**config.mk**
```make
export PLATFORM = sky130hd
export DESIGN_NAME = chkpt_watchdog
export DESIGN_NICKNAME = d
export VERILOG_FILES = /design/src/rtl/wdt_pkg.sv /design/src/rtl/wdt_cfg_regs.sv /design/src/rtl/wdt_seq_check.sv /design/src/rtl/wdt_counter.sv /design/src/rtl/wdt_event.sv /design/src/rtl/chkpt_watchdog.sv
export SDC_FILE = /design/constraint.sdc
export NUM_CORES = 1
export LEC_CHECK = 0
export ABC_AREA = 1
export BUFFER_PORTS_ARGS = -buffer_cell sky130_fd_sc_hd__buf_2
export CAP_MARGIN = 20
export CORE_UTILIZATION = 55
export CTS_BUF_LIST = sky130_fd_sc_hd__clkbuf_8 sky130_fd_sc_hd__clkbuf_16
export DETAILED_ROUTE_END_ITERATION = 6
export PLACE_DENSITY = 0.76
export SLEW_MARGIN = 0
export SYNTH_ARGS = -nofsm -noshare
export SYNTH_HDL_FRONTEND = slang
export SYNTH_SLANG_ARGS = --single-unit
```
**constraint.sdc**
```tcl
create_clock -name clk -period 1.77 [get_ports clk]
set_input_delay 0.0885 -clock clk [delete_from_list [all_inputs] [get_ports clk]]
set_output_delay 0.0885 -clock clk [all_outputs]
set_load 0.01 [all_outputs]
```
**src/rtl/wdt_pkg.sv**
```systemverilog
package wdt_pkg;
  localparam int CNT_W     = 16;
  localparam int ID_W      = 8;
  localparam int SEQ_DEPTH = 8;
  localparam int PTR_W     = $clog2(SEQ_DEPTH);
  localparam int ADDR_W    = PTR_W + 1;
  localparam logic [CNT_W-1:0] TMO_RESET = CNT_W'(1000);

  typedef enum logic [ADDR_W-1:0] {
    A_CHKPT = ADDR_W'(0),
    A_TMO   = ADDR_W'(1),
    A_LEN   = ADDR_W'(2),
    A_LOCK  = ADDR_W'(3)
  } reg_addr_e;
endpackage

```
**src/rtl/wdt_cfg_regs.sv**
```systemverilog
module wdt_cfg_regs
  import wdt_pkg::*;
(
  input  logic                              clk,
  input  logic                              rst_n,
  input  logic                              wr_fire,
  input  logic [ADDR_W-1:0]                 wr_addr,
  input  logic [CNT_W-1:0]                  wr_data,
  output logic [CNT_W-1:0]                  tmo_lim,
  output logic [PTR_W-1:0]                  len_m1,
  output logic [SEQ_DEPTH-1:0][ID_W-1:0]    seq_tab,
  output logic                              locked
);
  logic cfg_we;
  assign cfg_we = wr_fire && !locked;

  always_ff @(posedge clk) begin
    if (!rst_n) begin
      tmo_lim <= TMO_RESET;
      len_m1  <= '0;
      locked  <= 1'b0;
    end else begin
      if (cfg_we && wr_addr == A_TMO) tmo_lim <= wr_data;
      if (cfg_we && wr_addr == A_LEN) len_m1  <= wr_data[PTR_W-1:0];
      if (wr_fire && wr_addr == A_LOCK && wr_data[0]) locked <= 1'b1;
    end
  end

  for (genvar k = 0; k < SEQ_DEPTH; k++) begin : g_slot
    always_ff @(posedge clk) begin
      if (!rst_n) seq_tab[k] <= '0;
      else if (cfg_we && wr_addr[ADDR_W-1] && wr_addr[PTR_W-1:0] == PTR_W'(k))
        seq_tab[k] <= wr_data[ID_W-1:0];
    end
  end
endmodule

```
**src/rtl/wdt_seq_check.sv**
```systemverilog
module wdt_seq_check
  import wdt_pkg::*;
(
  input  logic                           clk,
  input  logic                           rst_n,
  input  logic                           cp_valid,
  input  logic [ID_W-1:0]                cp_id,
  input  logic [PTR_W-1:0]               len_m1,
  input  logic [SEQ_DEPTH-1:0][ID_W-1:0] seq_tab,
  output logic                           kick,
  output logic                           mismatch
);
  logic [PTR_W-1:0] ptr;
  logic             hit;

  assign hit  = (cp_id == seq_tab[ptr]);
  assign kick = cp_valid && hit;

  always_ff @(posedge clk) begin
    if (!rst_n) begin
      ptr      <= '0;
      mismatch <= 1'b0;
    end else if (cp_valid) begin
      if (hit) ptr <= (ptr >= len_m1) ? '0 : ptr + 1'b1;
      else     mismatch <= 1'b1;
    end
  end
endmodule

```
**src/rtl/wdt_counter.sv**
```systemverilog
module wdt_counter
  import wdt_pkg::*;
(
  input  logic             clk,
  input  logic             rst_n,
  input  logic             kick,
  input  logic [CNT_W-1:0] tmo_lim,
  output logic [CNT_W-1:0] cnt,
  output logic             expired
);
  logic at_lim;
  assign at_lim = (cnt >= tmo_lim);

  always_ff @(posedge clk) begin
    if (!rst_n) begin
      cnt     <= '0;
      expired <= 1'b0;
    end else begin
      if (kick)        cnt <= '0;
      else if (!at_lim) cnt <= cnt + 1'b1;
      if (at_lim && !kick) expired <= 1'b1;
    end
  end
endmodule

```
**src/rtl/wdt_event.sv**
```systemverilog
module wdt_event (
  input  logic clk,
  input  logic rst_n,
  input  logic tmo_flag,
  input  logic mm_flag,
  output logic alarm
);
  logic tmo_d, mm_d, pulse;
  assign pulse = (tmo_flag && !tmo_d) || (mm_flag && !mm_d);

  always_ff @(posedge clk) begin
    if (!rst_n) begin
      tmo_d <= 1'b0;
      mm_d  <= 1'b0;
      alarm <= 1'b0;
    end else begin
      tmo_d <= tmo_flag;
      mm_d  <= mm_flag;
      alarm <= pulse;
    end
  end
endmodule

```
**src/rtl/chkpt_watchdog.sv**
```systemverilog
module chkpt_watchdog
  import wdt_pkg::*;
(
  input  logic              clk,
  input  logic              rst_n,
  input  logic              wr_valid,
  output logic              wr_ready,
  input  logic [ADDR_W-1:0] wr_addr,
  input  logic [CNT_W-1:0]  wr_data,
  output logic              timeout_evt,
  output logic              mismatch_evt,
  output logic              alarm
);
  logic                           wr_fire, cp_valid, kick;
  logic [CNT_W-1:0]               tmo_lim, cnt;
  logic [PTR_W-1:0]               len_m1;
  logic [SEQ_DEPTH-1:0][ID_W-1:0] seq_tab;
  logic                           locked;

  assign wr_ready = 1'b1;
  assign wr_fire  = wr_valid && wr_ready;
  assign cp_valid = wr_fire && wr_addr == A_CHKPT;

  wdt_cfg_regs u_cfg (
    .clk(clk), .rst_n(rst_n), .wr_fire(wr_fire), .wr_addr(wr_addr),
    .wr_data(wr_data), .tmo_lim(tmo_lim), .len_m1(len_m1),
    .seq_tab(seq_tab), .locked(locked)
  );

  wdt_seq_check u_seq (
    .clk(clk), .rst_n(rst_n), .cp_valid(cp_valid),
    .cp_id(wr_data[ID_W-1:0]), .len_m1(len_m1), .seq_tab(seq_tab),
    .kick(kick), .mismatch(mismatch_evt)
  );

  wdt_counter u_cnt (
    .clk(clk), .rst_n(rst_n), .kick(kick), .tmo_lim(tmo_lim),
    .cnt(cnt), .expired(timeout_evt)
  );

  wdt_event u_evt (
    .clk(clk), .rst_n(rst_n), .tmo_flag(timeout_evt),
    .mm_flag(mismatch_evt), .alarm(alarm)
  );
endmodule

```
# After elaboration in Yosys (flattened, before gate mapping)
# Cells that the tools add are included.
[word_totals]
register_bits = 108
out_inout_bits = 4
wordCells = 68
[op_classes]
addsub = 2
order_cmp = 3
n_eq_ne = 11
mux = 3
n_bitwise = 2
n_reduce_logical = 29
[ops]
columns = ["operator", "count"]
rows = [
  ["$bmux 8 s3", 1],
  ["$logic_and 1x1->1", 19],
  ["$add 16x1->16 const B", 1],
  ["$ge 16x16->1", 1],
  ["$eq 3x3->1 const B", 4],
  ["$eq 4x2->1 const B", 2],
  ["$eq 8x8->1", 1],
  ["$mux 8", 1],
  ["$eq 3x2->1 const B", 2],
  ["$eq 4x1->1 const B", 1],
  ["$logic_not 1->1", 4],
  ["$logic_not 4->1", 1],
  ["$lt 3x4->1 const B", 1],
  ["$reduce_and 2->1", 2],
  ["$add 3x1->3 const B", 1],
  ["$eq 3x1->1 const B", 1],
  ["$ge 3x3->1", 1],
  ["$logic_not 3->1", 1],
  ["$mux 3", 1],
  ["$not 1->1", 2],
  ["$reduce_or 2->1", 1],
  ["$logic_or 1x1->1", 1],
]

# Longest topological paths before layout
[logic_depth]
ltp_word = 6
ltp_mapped = 16

# Hierarchy
# From an unflattened synthesis, not the netlist that was laid out.
[unflattened]
cells_unflattened = 1027
hier_area_um2 = 6406.1
[modules_own_cells]
columns = ["module", "n_inst", "cells_per_inst", "area_each_um2", "seq_area_each_um2"]
rows = [
  ["wdt_cfg_regs", 1, 527, 3500.9, 1681.6],
  ["wdt_counter", 1, 210, 1508.9, 340.3],
  ["wdt_seq_check", 1, 270, 1266.2, 80.1],
  ["wdt_event", 1, 12, 96.3, 60.1],
  ["chkpt_watchdog", 1, 8, 33.8, 0.0],
]

# Least setup slack after synthesis
# No wires, ideal clock.
[synth_timing]
path_type = "reg-to-reg"
from = "register u_cfg.tmo_lim[9]"
to = "register u_cnt.cnt[12]"
setup_ns = 0.115
t_arrival_ns = 1.699
required_ns = 1.655
path_slack_ns = -0.044
stages_incl_launch_ff = 12
n_path_buf = 1
cell_sequence = "dfxtp_1 inv_1 ha_1 a21oi_1 nor2_1 a211oi_1 nor2_1 nor2_2 nand2_1 buf_2 nand2_1 a21oi_2"
[synth_between]
elab_chain_cells = 1
[synth_rtl]
columns = ["item", "line", "source"]
rows = [
  ["start: declaration", "wdt_cfg_regs.sv:9", "output logic [CNT_W-1:0] tmo_lim,"],
  ["start signal: assignment", "wdt_cfg_regs.sv:23", "if (cfg_we && wr_addr == A_TMO) tmo_lim <= wr_data;"],
  ["$ge 16x16->1", "wdt_counter.sv:12", "assign at_lim = (cnt >= tmo_lim);"],
  ["end signal: assignment", "wdt_counter.sv:20", "else if (!at_lim) cnt <= cnt + 1'b1;"],
  ["end: declaration", "wdt_counter.sv:8", "output logic [CNT_W-1:0] cnt,"],
]
# No other way between the ends.
# A chain may end at the register's enable or synchronous reset.

# Worst setup path after layout
[layout_timing]
from = "register u_seq.ptr[0]"
to = "register u_cnt.cnt[4]"
[layout_between]
elab_chain_cells = 5
[layout_rtl]
columns = ["item", "line", "source"]
rows = [
  ["start: declaration", "wdt_seq_check.sv:13", "logic [PTR_W-1:0] ptr;"],
  ["start signal: assignment", "wdt_seq_check.sv:24", "if (hit) ptr <= (ptr >= len_m1) ? '0 : ptr + 1'b1;"],
  ["$bmux 8 s3", "wdt_seq_check.sv:16", "assign hit = (cp_id == seq_tab[ptr]);"],
  ["$mux 8 (implied by the code)", "wdt_seq_check.sv:16", ""],
  ["$eq 8x8->1", "wdt_seq_check.sv:16", ""],
  ["$logic_and 1x1->1", "wdt_seq_check.sv:17", "assign kick = cp_valid && hit;"],
  ["$reduce_or 2->1 (no source line)", "n/a", ""],
]
# No other way between the ends. The select of a mux whose other input is x is not followed.

==> qor.csv <==
metric,value,unit
final.min_clock_period,1.798,ns
finish.utilization,64.83,%
drc,0,
layout_setup_ws,-0.02762,ns
layout-drive-gt1-share,14.96,%
hp-class,in -> reg,
nNetsFinal,882,
synthTopCellsByArea,"dfxtp_1 39%, nand2_1 10%, o21ai_0 7.7%",
core,0.009729,mm^2
n_fill_cell,886,
ir_drop,425.5,uV
std_cell_rows,36,
synth_top_area_share,39.21,%
finalCritPeriodShare,101.6,%
vias,5213,
worst_path_most_repeated_cell,nand2_1,
ys_warn_count,0,
clock-sinks,108,
drt_first_pass_iters,5,
crit_start,u_seq.ptr[0]$_SDFFE_PN0P_,
grtUsageTotal,26.33,%
setup_viol,17,
netlist.top_cell.by_area,dfxtp_1,
drv_cap,0,
place_inst,950,
grt_setup_unrepaired,yes,
critPathLaunchType,flip-flop,
fmax,0.5563,GHz
hpwl,9.405,mm
clock_skew,0.01007,ns
regArea,0.002166,mm^2
syn_area_per_cell,6.989,um^2
grt_max_degree,44,
critPathRequiredTime,2.05,ns
routed_wl,13.41,mm
htree_levels,3,
cts_buffers,9,
die_h,102.1,um
holdWs,0.03148,ns
violations,negative setup slack,
status,"finished, violations left",
grt_pass1_vias,4626,
syn2layout_area_growth,14.39,%
ioPinCount,27,
wire_per_inst,13.75,um
crit_family,simple AND/OR/NAND/NOR gates,
ys_ff_latch,108,
hold_violations,0,
die_area,0.01043,mm^2
cp_slowest_cell,dfxtp_4,
syn_nets,833,
max_stage_delay,0.40,ns
timing.critical_path.buf_inv,2,
clkTransAtPathRegs,0.10,ns
layout.cells.most_common_list,"136 x nand2_1, 107 x dfxtp_1, 95 x nor2_1",
synth_cell_types,35,
finalNonFillerCells,975,
portBuffers,25,
hp-start,wr_data[12],
synth_cells,789,
end_kind,flip-flop,
arrival,2.07,ns
cts_tree,built,
die-width,102.1,um
root_buffer,clkbuf_8,
grt-ovfl-total,0,
ant_nets,0,
power,0.004313,W
timing.rr.start,u_seq.ptr[0]$_SDFFE_PN0P_,
vias_per_cell,5.347,
clockBufferDepth,2,
multi_input_area,0.002851,mm^2
n_antenna_cell,0,
p_leak,2.710,nW
start_util,56.67,%
critPathKind,reg -> reg,
cellPowerDensity,683.8,mW/mm^2
grt_pass1_wl,21.42,mm
drt_iter0_drc,353,
insertion_delay,0.38,ns
report.final.slew_viol_count,0,
finalWeightedCongestion,0.9189,
syn_area,0.005514,mm^2
antenna_found_initial,0,
final_common_cell,nand2_1,
ys_seq_area_share,39.21,%
cp_cell_sequence,buf_4 -> inv_8 -> nand2_1 -> nand3_1 -> nand3_1 -> nand2_1 -> nand2_1 -> nand2_1 -> nand2_1 -> nor2_4 -> nand3_4 -> nand2_8 -> a21oi_1,
crit_fanout,16,
fin_tns_setup,-0.1841,ns
layer usage:
layer | vias to the layer above | global-route usage (%) | share of wire, %
met1 | 2410 | 32.33 | 44
li1 | 2649 | - | -
met3 | 25 | 6.224 | 4.4
met4 | 0 | 9.011 | 2.0
met2 | 129 | 45.17 | 50
met5 | - | 0 | 0
logic make-up after synthesis:
logic type | count (synthesis) | synth area share, %
and+or+nand+nor | 343 | 26.78
AOI/OAI and AO/OA | 168 | 16.07
buffers and inverters | 133 | 10.73
DFF | 108 | 39.21
adders and majority gates | 21 | 4.765
xor gates and xnor gates | 15 | 2.383
other | 1 | 0.06801
state kept, by name, summed over array words and instances (netlist names):
register	flops
u_cfg.seq_tab	64
u_cfg.tmo_lim	16
u_cnt.cnt	16
u_cfg.len_m1	3
u_seq.ptr	3
u_cfg.locked	1
u_cnt.expired	1
u_evt.alarm	1
u_evt.mm_d	1
u_evt.tmo_d	1
u_seq.mismatch	1
worst min-delay path, stage by stage:
cell	delay, ns
buf_2	0.08
o21ai_0	0.10
a21oi_1	0.12
report_power, final:
part	switching [W]	leakage [nW]	internal (W)
combinational	0.000210	1.75	0.000126
sequential	0.0000232	0.875	0.00247
clock	0.000833	0.0873	0.000645
synthesized netlist by cell type:
library cell and instances:
nor2_4 2, nor4_1 3, inv_6 1, ha_1 21, a21oi_1 68, nand3_1 69, xnor2_1 2, buf_4 2
nand3_4 1, nor2_2 1, o21ai_0 85, a21oi_2 10, nand4_1 6, nor3_2 1, xor2_1 13, nand3_2 1
nand2_1 148, clkinv_1 5, inv_2 1, o21ai_1 2, nand3b_1 4, o2111ai_1 1, conb_1 1, buf_12 1
inv_1 87, nand2_4 1, a211oi_1 1, buf_2 3, nor2_1 96, dfxtp_1 108, nor3_1 9, o22ai_1 1
buf_6 8, nand2_2 1, clkbuf_1 25
per-stage QoR:
step	cell area [um^2]	setup WS [ns]
after detailed placement	5889	-0.1450
final	6307	-0.02762
after global routing	6307	-0.1640
after floorplan	5524	0.001043
after CTS	6231	-0.02360
after global placement	5889	-0.09546
worst paths after layout:
kind / end / slack, ns / cells past startpoint
worst max-delay path: u_cnt.cnt[4]$_SDFFE_PP0N_ / -0.03 / 13
worst min register to register: u_evt.alarm$_SDFF_PN0_ / 0.44 / 1
worst max register to register: u_cnt.cnt[4]$_SDFFE_PP0N_ / -0.03 / 13
worst min-delay path: u_cfg.tmo_lim[12]$_SDFFE_PN0P_ / 0.03 / 3
layout make-up:
cell class | instances | share of cell area (%)
Clock buffer | 9 | 1.964
Timing Repair inverter | 1 | 0.1785
Sequential cell | 108 | 34.34
Tap cell | 133 | 2.638
Multi-Input combinational cell | 548 | 45.21
Inverter | 94 | 5.832
Timing Repair Buffer | 76 | 8.788
Clock inverter | 6 | 1.051
timing repair:
item	CTS	global route
endpoints found under the hold margin	9	0
setup buffers	0	1
resized for setup	21	15
pin swaps	4	4
endpoints found under the setup margin	21	21
cloned	0	1
hold buffers	8	0
(Power assumes the default switching activity.)
